--- src/rtl/sc_core_pkg.sv ---
package sc_core_pkg;
  localparam int XLEN    = 32;
  localparam int RIDX_W  = 5;
  localparam int NREGS   = 1 << RIDX_W;
  localparam int IMM_W   = 16;
  localparam int JIDX_W  = 26;

  localparam logic [5:0] OP_REG   = 6'b000000;
  localparam logic [5:0] OP_LOAD  = 6'b100011;
  localparam logic [5:0] OP_STORE = 6'b101011;
  localparam logic [5:0] OP_BEQ   = 6'b000100;
  localparam logic [5:0] OP_JUMP  = 6'b000010;

  localparam logic [5:0] FN_ADD = 6'b100000;
  localparam logic [5:0] FN_SUB = 6'b100010;
  localparam logic [5:0] FN_AND = 6'b100100;
  localparam logic [5:0] FN_OR  = 6'b100101;
  localparam logic [5:0] FN_SLT = 6'b101010;

  typedef enum logic [2:0] {
    ALU_ADD = 3'd0,
    ALU_SUB = 3'd1,
    ALU_AND = 3'd2,
    ALU_OR  = 3'd3,
    ALU_SLT = 3'd4
  } alu_sel_e;

  typedef struct packed {
    logic     reg_write;
    logic     dst_is_rd;
    logic     use_imm;
    logic     from_mem;
    logic     mem_write;
    logic     branch;
    logic     jump;
    alu_sel_e alu;
  } ctrl_t;
endpackage

--- src/rtl/sc_rst_sync.sv ---
module sc_rst_sync #(
  parameter int STAGES = 2
) (
  input  logic clk,
  input  logic rst_n,
  output logic run
);
  logic [STAGES-1:0] sync_q;
  logic [STAGES-1:0] sync_d;

  always_comb begin
    sync_d = {sync_q[STAGES-2:0], 1'b1};
  end

  always_ff @(posedge clk or negedge rst_n) begin
    if (!rst_n) sync_q <= '0;
    else        sync_q <= sync_d;
  end

  assign run = sync_q[STAGES-1];
endmodule

--- src/rtl/sc_decode.sv ---
module sc_decode
  import sc_core_pkg::*;
(
  input  logic [5:0] opcode,
  input  logic [5:0] funct,
  output ctrl_t      ctrl
);
  always_comb begin
    ctrl = '0;
    ctrl.alu = ALU_ADD;
    unique case (opcode)
      OP_REG: begin
        ctrl.dst_is_rd = 1'b1;
        unique case (funct)
          FN_ADD: begin ctrl.reg_write = 1'b1; ctrl.alu = ALU_ADD; end
          FN_SUB: begin ctrl.reg_write = 1'b1; ctrl.alu = ALU_SUB; end
          FN_AND: begin ctrl.reg_write = 1'b1; ctrl.alu = ALU_AND; end
          FN_OR:  begin ctrl.reg_write = 1'b1; ctrl.alu = ALU_OR;  end
          FN_SLT: begin ctrl.reg_write = 1'b1; ctrl.alu = ALU_SLT; end
          default: ctrl.reg_write = 1'b0;
        endcase
      end
      OP_LOAD: begin
        ctrl.reg_write = 1'b1;
        ctrl.use_imm   = 1'b1;
        ctrl.from_mem  = 1'b1;
      end
      OP_STORE: begin
        ctrl.use_imm   = 1'b1;
        ctrl.mem_write = 1'b1;
      end
      OP_BEQ:  ctrl.branch = 1'b1;
      OP_JUMP: ctrl.jump   = 1'b1;
      default: ctrl = '0;
    endcase
  end

  // a store never also writes a register, branches or jumps
  always_comb begin
    assert_ctrl_exclusive_R6: assert ($onehot0({ctrl.mem_write, ctrl.reg_write, ctrl.branch, ctrl.jump}))
      else $error("decode raised more than one side effect");
  end
endmodule

--- src/rtl/sc_regfile.sv ---
module sc_regfile
  import sc_core_pkg::*;
(
  input  logic              clk,
  input  logic              rst_n,
  input  logic [RIDX_W-1:0] ra_idx,
  input  logic [RIDX_W-1:0] rb_idx,
  output logic [XLEN-1:0]   ra_data,
  output logic [XLEN-1:0]   rb_data,
  input  logic              wr_en,
  input  logic [RIDX_W-1:0] wr_idx,
  input  logic [XLEN-1:0]   wr_data
);
  logic [XLEN-1:0] regs_q [NREGS];
  logic            wr_live;

  assign wr_live = wr_en && (wr_idx != '0);

  always_ff @(posedge clk or negedge rst_n) begin
    if (!rst_n) begin
      for (int i = 0; i < NREGS; i++) regs_q[i] <= '0;
    end else if (wr_live) begin
      regs_q[wr_idx] <= wr_data;
    end
  end

  always_comb begin
    ra_data = (ra_idx == '0) ? '0 : regs_q[ra_idx];
    rb_data = (rb_idx == '0) ? '0 : regs_q[rb_idx];
  end

  // entry zero is never loaded
  assert_zero_reg_R9: assert property (@(posedge clk) disable iff (!rst_n)
    1'b1 |=> regs_q[0] == '0);
endmodule

--- src/rtl/sc_alu.sv ---
module sc_alu
  import sc_core_pkg::*;
(
  input  alu_sel_e        sel,
  input  logic [XLEN-1:0] a,
  input  logic [XLEN-1:0] b,
  output logic [XLEN-1:0] y
);
  logic [XLEN-1:0] diff;
  logic            lt_signed;

  assign diff = a - b;
  // signed less-than from the sign bits and the difference
  assign lt_signed = (a[XLEN-1] != b[XLEN-1]) ? a[XLEN-1] : diff[XLEN-1];

  always_comb begin
    unique case (sel)
      ALU_ADD: y = a + b;
      ALU_SUB: y = diff;
      ALU_AND: y = a & b;
      ALU_OR:  y = a | b;
      ALU_SLT: y = {{(XLEN-1){1'b0}}, lt_signed};
      default: y = '0;
    endcase
  end

  // set-less-than yields only 0 or 1, agreeing with a signed compare
  always_comb begin
    if (sel == ALU_SLT) begin
      assert_slt_range_R4: assert (y[XLEN-1:1] == '0 && y[0] == ($signed(a) < $signed(b)))
        else $error("slt result out of range");
    end
  end
endmodule

--- src/rtl/sc_subset_core.sv ---
module sc_subset_core
  import sc_core_pkg::*;
(
  input  logic        clk,
  input  logic        rst_n,
  output logic [31:0] imem_addr,
  input  logic [31:0] imem_rdata,
  output logic [31:0] dmem_addr,
  output logic [31:0] dmem_wdata,
  output logic        dmem_we,
  input  logic [31:0] dmem_rdata,
  output logic [31:0] dbg_pc,
  output logic        dbg_wr_en,
  output logic [4:0]  dbg_wr_idx,
  output logic [31:0] dbg_wr_data
);
  logic              run;
  logic [XLEN-1:0]   pc_q;
  logic [XLEN-1:0]   pc_d;
  logic              pc_en;
  logic [XLEN-1:0]   pc_plus4;
  logic [XLEN-1:0]   imm_ext;
  logic [XLEN-1:0]   br_target;
  logic [XLEN-1:0]   jmp_target;
  logic [5:0]        f_op;
  logic [5:0]        f_fn;
  logic [RIDX_W-1:0] f_rs;
  logic [RIDX_W-1:0] f_rt;
  logic [RIDX_W-1:0] f_rd;
  logic [IMM_W-1:0]  f_imm;
  logic [JIDX_W-1:0] f_jidx;
  ctrl_t             ctrl;
  logic [XLEN-1:0]   rs_val;
  logic [XLEN-1:0]   rt_val;
  logic [XLEN-1:0]   alu_b;
  logic [XLEN-1:0]   alu_y;
  logic [XLEN-1:0]   wb_data;
  logic [RIDX_W-1:0] wb_idx;
  logic              wb_en;
  logic              br_taken;
  logic              unused_shamt;

  sc_rst_sync #(.STAGES(2)) u_rst (
    .clk   (clk),
    .rst_n (rst_n),
    .run   (run)
  );

  // instruction fields
  assign f_op   = imem_rdata[31:26];
  assign f_rs   = imem_rdata[25:21];
  assign f_rt   = imem_rdata[20:16];
  assign f_rd   = imem_rdata[15:11];
  assign f_fn   = imem_rdata[5:0];
  assign f_imm  = imem_rdata[15:0];
  assign f_jidx = imem_rdata[25:0];
  assign unused_shamt = ^imem_rdata[10:6];

  sc_decode u_dec (
    .opcode (f_op),
    .funct  (f_fn),
    .ctrl   (ctrl)
  );

  sc_regfile u_rf (
    .clk     (clk),
    .rst_n   (rst_n),
    .ra_idx  (f_rs),
    .rb_idx  (f_rt),
    .ra_data (rs_val),
    .rb_data (rt_val),
    .wr_en   (wb_en),
    .wr_idx  (wb_idx),
    .wr_data (wb_data)
  );

  assign imm_ext = {{(XLEN-IMM_W){f_imm[IMM_W-1]}}, f_imm};
  assign alu_b   = ctrl.use_imm ? imm_ext : rt_val;

  sc_alu u_alu (
    .sel (ctrl.alu),
    .a   (rs_val),
    .b   (alu_b),
    .y   (alu_y)
  );

  // write-back path
  assign wb_data = ctrl.from_mem ? dmem_rdata : alu_y;
  assign wb_idx  = ctrl.dst_is_rd ? f_rd : f_rt;
  assign wb_en   = run && ctrl.reg_write;

  // next-PC selection
  assign pc_plus4   = pc_q + XLEN'(4);
  assign br_target  = pc_plus4 + {imm_ext[XLEN-3:0], 2'b00};
  assign jmp_target = {pc_plus4[XLEN-1:XLEN-4], f_jidx, 2'b00};
  assign br_taken   = ctrl.branch && (rs_val == rt_val);
  assign pc_en      = run;

  always_comb begin
    pc_d = pc_plus4;
    if (ctrl.jump)    pc_d = jmp_target;
    else if (br_taken) pc_d = br_target;
  end

  always_ff @(posedge clk or negedge rst_n) begin
    if (!rst_n)     pc_q <= '0;
    else if (pc_en) pc_q <= pc_d;
  end

  // ports
  assign imem_addr   = pc_q;
  assign dbg_pc      = pc_q;
  assign dmem_addr   = alu_y;
  assign dmem_wdata  = rt_val;
  assign dmem_we     = run && ctrl.mem_write;
  assign dbg_wr_en   = wb_en && (wb_idx != '0);
  assign dbg_wr_idx  = wb_idx;
  assign dbg_wr_data = wb_data;

  // nothing is written while the core is held idle
  assert_idle_quiet_R1: assert property (@(posedge clk) disable iff (!rst_n)
    !run |-> (!dmem_we && !dbg_wr_en && pc_q == '0));

  // sequential flow advances by one word
  assert_pc_step_R2: assert property (@(posedge clk) disable iff (!rst_n)
    (run && !ctrl.jump && !(ctrl.branch && rs_val == rt_val)) |=> pc_q == $past(pc_q) + 32'd4);

  // equal operands on a branch redirect the fetch
  assert_branch_taken_R7: assert property (@(posedge clk) disable iff (!rst_n)
    (run && ctrl.branch && rs_val == rt_val) |=> pc_q == $past(pc_q) + 32'd4 + {$past(imm_ext[29:0]), 2'b00});

  // jump keeps the upper PC nibble and takes the index
  assert_jump_target_R8: assert property (@(posedge clk) disable iff (!rst_n)
    (run && ctrl.jump) |=> pc_q[27:0] == {$past(imem_rdata[25:0]), 2'b00});

  // register zero never shows on the debug write port
  assert_no_zero_write_R9: assert property (@(posedge clk) disable iff (!rst_n)
    dbg_wr_en |-> dbg_wr_idx != '0);

  // a store cycle commits no register write
  assert_store_no_wb_R6: assert property (@(posedge clk) disable iff (!rst_n)
    dmem_we |-> !dbg_wr_en);
endmodule

--- config.mk ---
export PLATFORM = sky130hd
export DESIGN_NAME = sc_subset_core
export DESIGN_NICKNAME = d
export VERILOG_FILES = /design/src/rtl/sc_core_pkg.sv /design/src/rtl/sc_rst_sync.sv /design/src/rtl/sc_decode.sv /design/src/rtl/sc_regfile.sv /design/src/rtl/sc_alu.sv /design/src/rtl/sc_subset_core.sv
export SDC_FILE = /design/constraint.sdc
export NUM_CORES = 2
export LEC_CHECK = 0
export BUFFER_PORTS_ARGS = -buffer_cell sky130_fd_sc_hd__buf_2
export CORE_MARGIN = 3
export CORE_UTILIZATION = 25
export DETAILED_ROUTE_END_ITERATION = 10
export SLEW_MARGIN = 20
export SYNTH_ARGS = -nofsm -noshare
export SYNTH_HDL_FRONTEND = slang
export SYNTH_HIERARCHICAL = 1
export SYNTH_SLANG_ARGS = --single-unit
--- constraint.sdc ---
create_clock -name clk -period 15.5 [get_ports clk]
set_input_delay 3.1 -clock clk [delete_from_list [all_inputs] [get_ports clk]]
set_output_delay 3.1 -clock clk [all_outputs]
set_load 0.005 [all_outputs]
==> impl_metrics.json <==
{
  "dp_hpwl_mm": 157.4,
  "critPathCaptureType": "output port",
  "ys_top_cells_by_area": "dfrtp_1 41%, mux2_2 18%, mux4_2 16%",
  "boundaryPins": 233,
  "first_pass_iters": 7,
  "cts_max_level": 3,
  "wl_per_cell_um": 28.79,
  "viasPerCell": 5.550,
  "remaining_drc_errors": 0,
  "clkTransAtPathRegs_ns": 0.06,
  "p_leak_nw": 32.82,
  "die-height_um": 515.6,
  "arrival_ns": 10.83,
  "crit_fanout": 32,
  "min_period_ns": 13.93,
  "drtAntennaViolNets": 0,
  "crit_type": "primary input to output port",
  "antenna_found_initial": 21,
  "cap_violations": 0,
  "grt_start_max_net_pins": 179,
  "grt_usage": 0.1793,
  "start_util": 0.2520,
  "crit_top_cell": "a211oi_1",
  "wirelength_mm": 245.4,
  "yosysWarningCount": 6,
  "slew_violations": 0,
  "synth_commonest_cells": "1056 x dfrtp_1, 1053 x mux2_2, 448 x mux4_2",
  "required_ns": 12.40,
  "rsz0062_at_grt": "false",
  "cts_buffers": 114,
  "grt_pass1_vias": 47420,
  "cts_max_path_buffers": 3,
  "grt_first_pass_wirelength_mm": 350.3,
  "status": "finished clean",
  "tightest_slew_ns": 1.192,
  "async_flop_share": 1.000,
  "gp_congestion": 0.9368,
  "synthFlopType": "dfrtp_1",
  "setup_viol": 0,
  "fin_ws_ns": 1.568,
  "fmaxAchievable_ghz": 0.07178,
  "rows": 186,
  "setup_tns_ns": 0,
  "slowest_stage": "a311oi_1",
  "syn_area_um2": 64920,
  "syn_inst": 5073,
  "synth_most_common_cell": "dfrtp_1",
  "synth_cell_types": 103,
  "ctsRootBufferMaster": "clkbuf_16",
  "hold_path.class": "flip-flop to flip-flop",
  "syn2layout_area_growth_pct": 12.96,
  "synth.avg_cell_area_um2": 12.80,
  "min_period_over_period": 0.8989,
  "ys_seq_elements": 1056,
  "port_buffers": 228,
  "synth_area_leader_cell": "dfrtp_1",
  "yosys.area.top_type_share": 0.4070,
  "startpoint_type": "primary input",
  "drive_above_1_share": 0.4269,
  "vdd_drop_max_uv": 91.34,
  "drt_iter0_markers": 5375,
  "post-cts-setup-buffers": 0,
  "whs_path_depth": 0,
  "r2r_cells": 22,
  "fin_worst_skew_ns": 0.06315,
  "fin_nets": 5246,
  "yosysSeqAreaShare": 0.4070,
  "clock_latency_ns": 0.78,
  "die-area_um2": 265800,
  "hold_buffers": 0,
  "p_per_area_nw_per_um2": 99.67,
  "finalHoldViolCount": 0,
  "num_vias": 47300,
  "clock_sinks": 1056,
  "core_area_um2": 257600,
  "overflow": 0,
  "synth_edf_count": 0,
  "cts_tree": "built",
  "slowest_delay_ns": 0.75,
  "cts_resized": 0,
  "relSlewSlack": 0.1997,
  "pre_cts_ws_ns": 1.833,
  "die_w_um": 515.6
}
flip-flops by register name (all words and copies together) (netlist names):
register,count
dbg_pc,30
u_rf/regs_q,1024
u_rst/sync_q,2
cell type report:
class / count / area, µm²
multi-input cells: 3347 / 35740
clock inverters: 41 / 526.8
inverters: 128 / 483.0
repair buffers: 392 / 2547
flip-flops and latches: 1056 / 26430
fillers: 26030 / 184300
well taps: 3384 / 4234
diodes: 6 / 15.01
clock buffers: 168 / 3357
path summary, 6_finish.rpt:
path / slack (ns) / end / start
max: 1.57 / dbg_wr_data[31] / imem_rdata[20]
min: 0.35 / u_rst/sync_q[1]$_DFF_PN0_ / u_rst/sync_q[0]$_DFF_PN0_
max reg2reg: 8.83 / u_rf/regs_q[223]$_DFFE_PN0P_ / u_rf/regs_q[292]$_DFFE_PN0P_
min reg2reg: 0.35 / u_rst/sync_q[1]$_DFF_PN0_ / u_rst/sync_q[0]$_DFF_PN0_
max in group asynchronous: 9.82 / u_rf/regs_q[560]$_DFFE_PN0P_ / rst_n
min in group asynchronous: 2.35 / dbg_pc[22]$_DFFE_PN0P_ / rst_n
placed cells by master (no fill, tap or decap), types with 94 or more instances in the layout:
cell	synthesis	layout
mux4_2	448	448
inv_1	126	124
buf_2	167	221
buf_4	79	155
dfrtp_1	1056	1056
clkbuf_16	0	115
ha_1	137	137
nor2_1	143	128
mux2i_1	140	140
mux2_2	1053	1053
a21oi_1	120	120
a211oi_1	94	94
nand2_1	132	119
o21ai_0	193	193
report_power, final:
part	total, mW	switching [mW]	internal, mW
combinational	1.60	1.09	0.506
sequential	2.87	0.0662	2.80
clock	2.84	1.22	1.62
total	7.31	2.38	4.93
routing by layer:
metal  global-route usage  part of all wire  vias to the layer above
met2               0.2771              0.45                     2530
met4              0.09179             0.057                       10
li1                     -                 -                    19160
met1               0.2309              0.40                    24990
met5                    0           0.00027                        -
met3              0.04602             0.098                      610
per-stage QoR:
| stage | hold WS [ns] | std cells | total power, mW | utilization | area [µm²] |
|---|---|---|---|---|---|
| floorplan | 0.3312 | 5076 | 3.841 | - | 64930 |
| global placement | 0.3380 | 8306 | 4.469 | 0.2694 | 69400 |
| detailed placement | 0.3355 | 8307 | 4.487 | 0.2695 | 69420 |
| CTS | 0.3499 | 8516 | 7.332 | 0.2845 | 73300 |
| global route | 0.3563 | 8518 | 7.570 | 0.2846 | 73320 |
| finish | 0.3483 | 8522 | 7.309 | 0.2846 | 73330 |
worst max-delay path: cells and delay by family:
family | cells | cell delay, ns
adder cells (fa/ha/maj) | 2 | 0.74
multiplexers | 2 | 1.01
AND/OR/NAND/NOR | 4 | 1.07
AO/OA/AOI/OAI | 12 | 3.11
buffers and inverters | 5 | 1.73
kinds of logic after synthesis:
kind of cell | Yosys count | synth area share
fa+ha+maj | 141 | 0.02764
other cells | 2 | 0.0001157
flops | 1056 | 0.4070
mux | 1700 | 0.3699
xor+xnor | 113 | 0.01524
simple gates | 564 | 0.04491
compound gates | 824 | 0.08754
buf+inv | 673 | 0.04762
(Power assumes the default switching activity.)
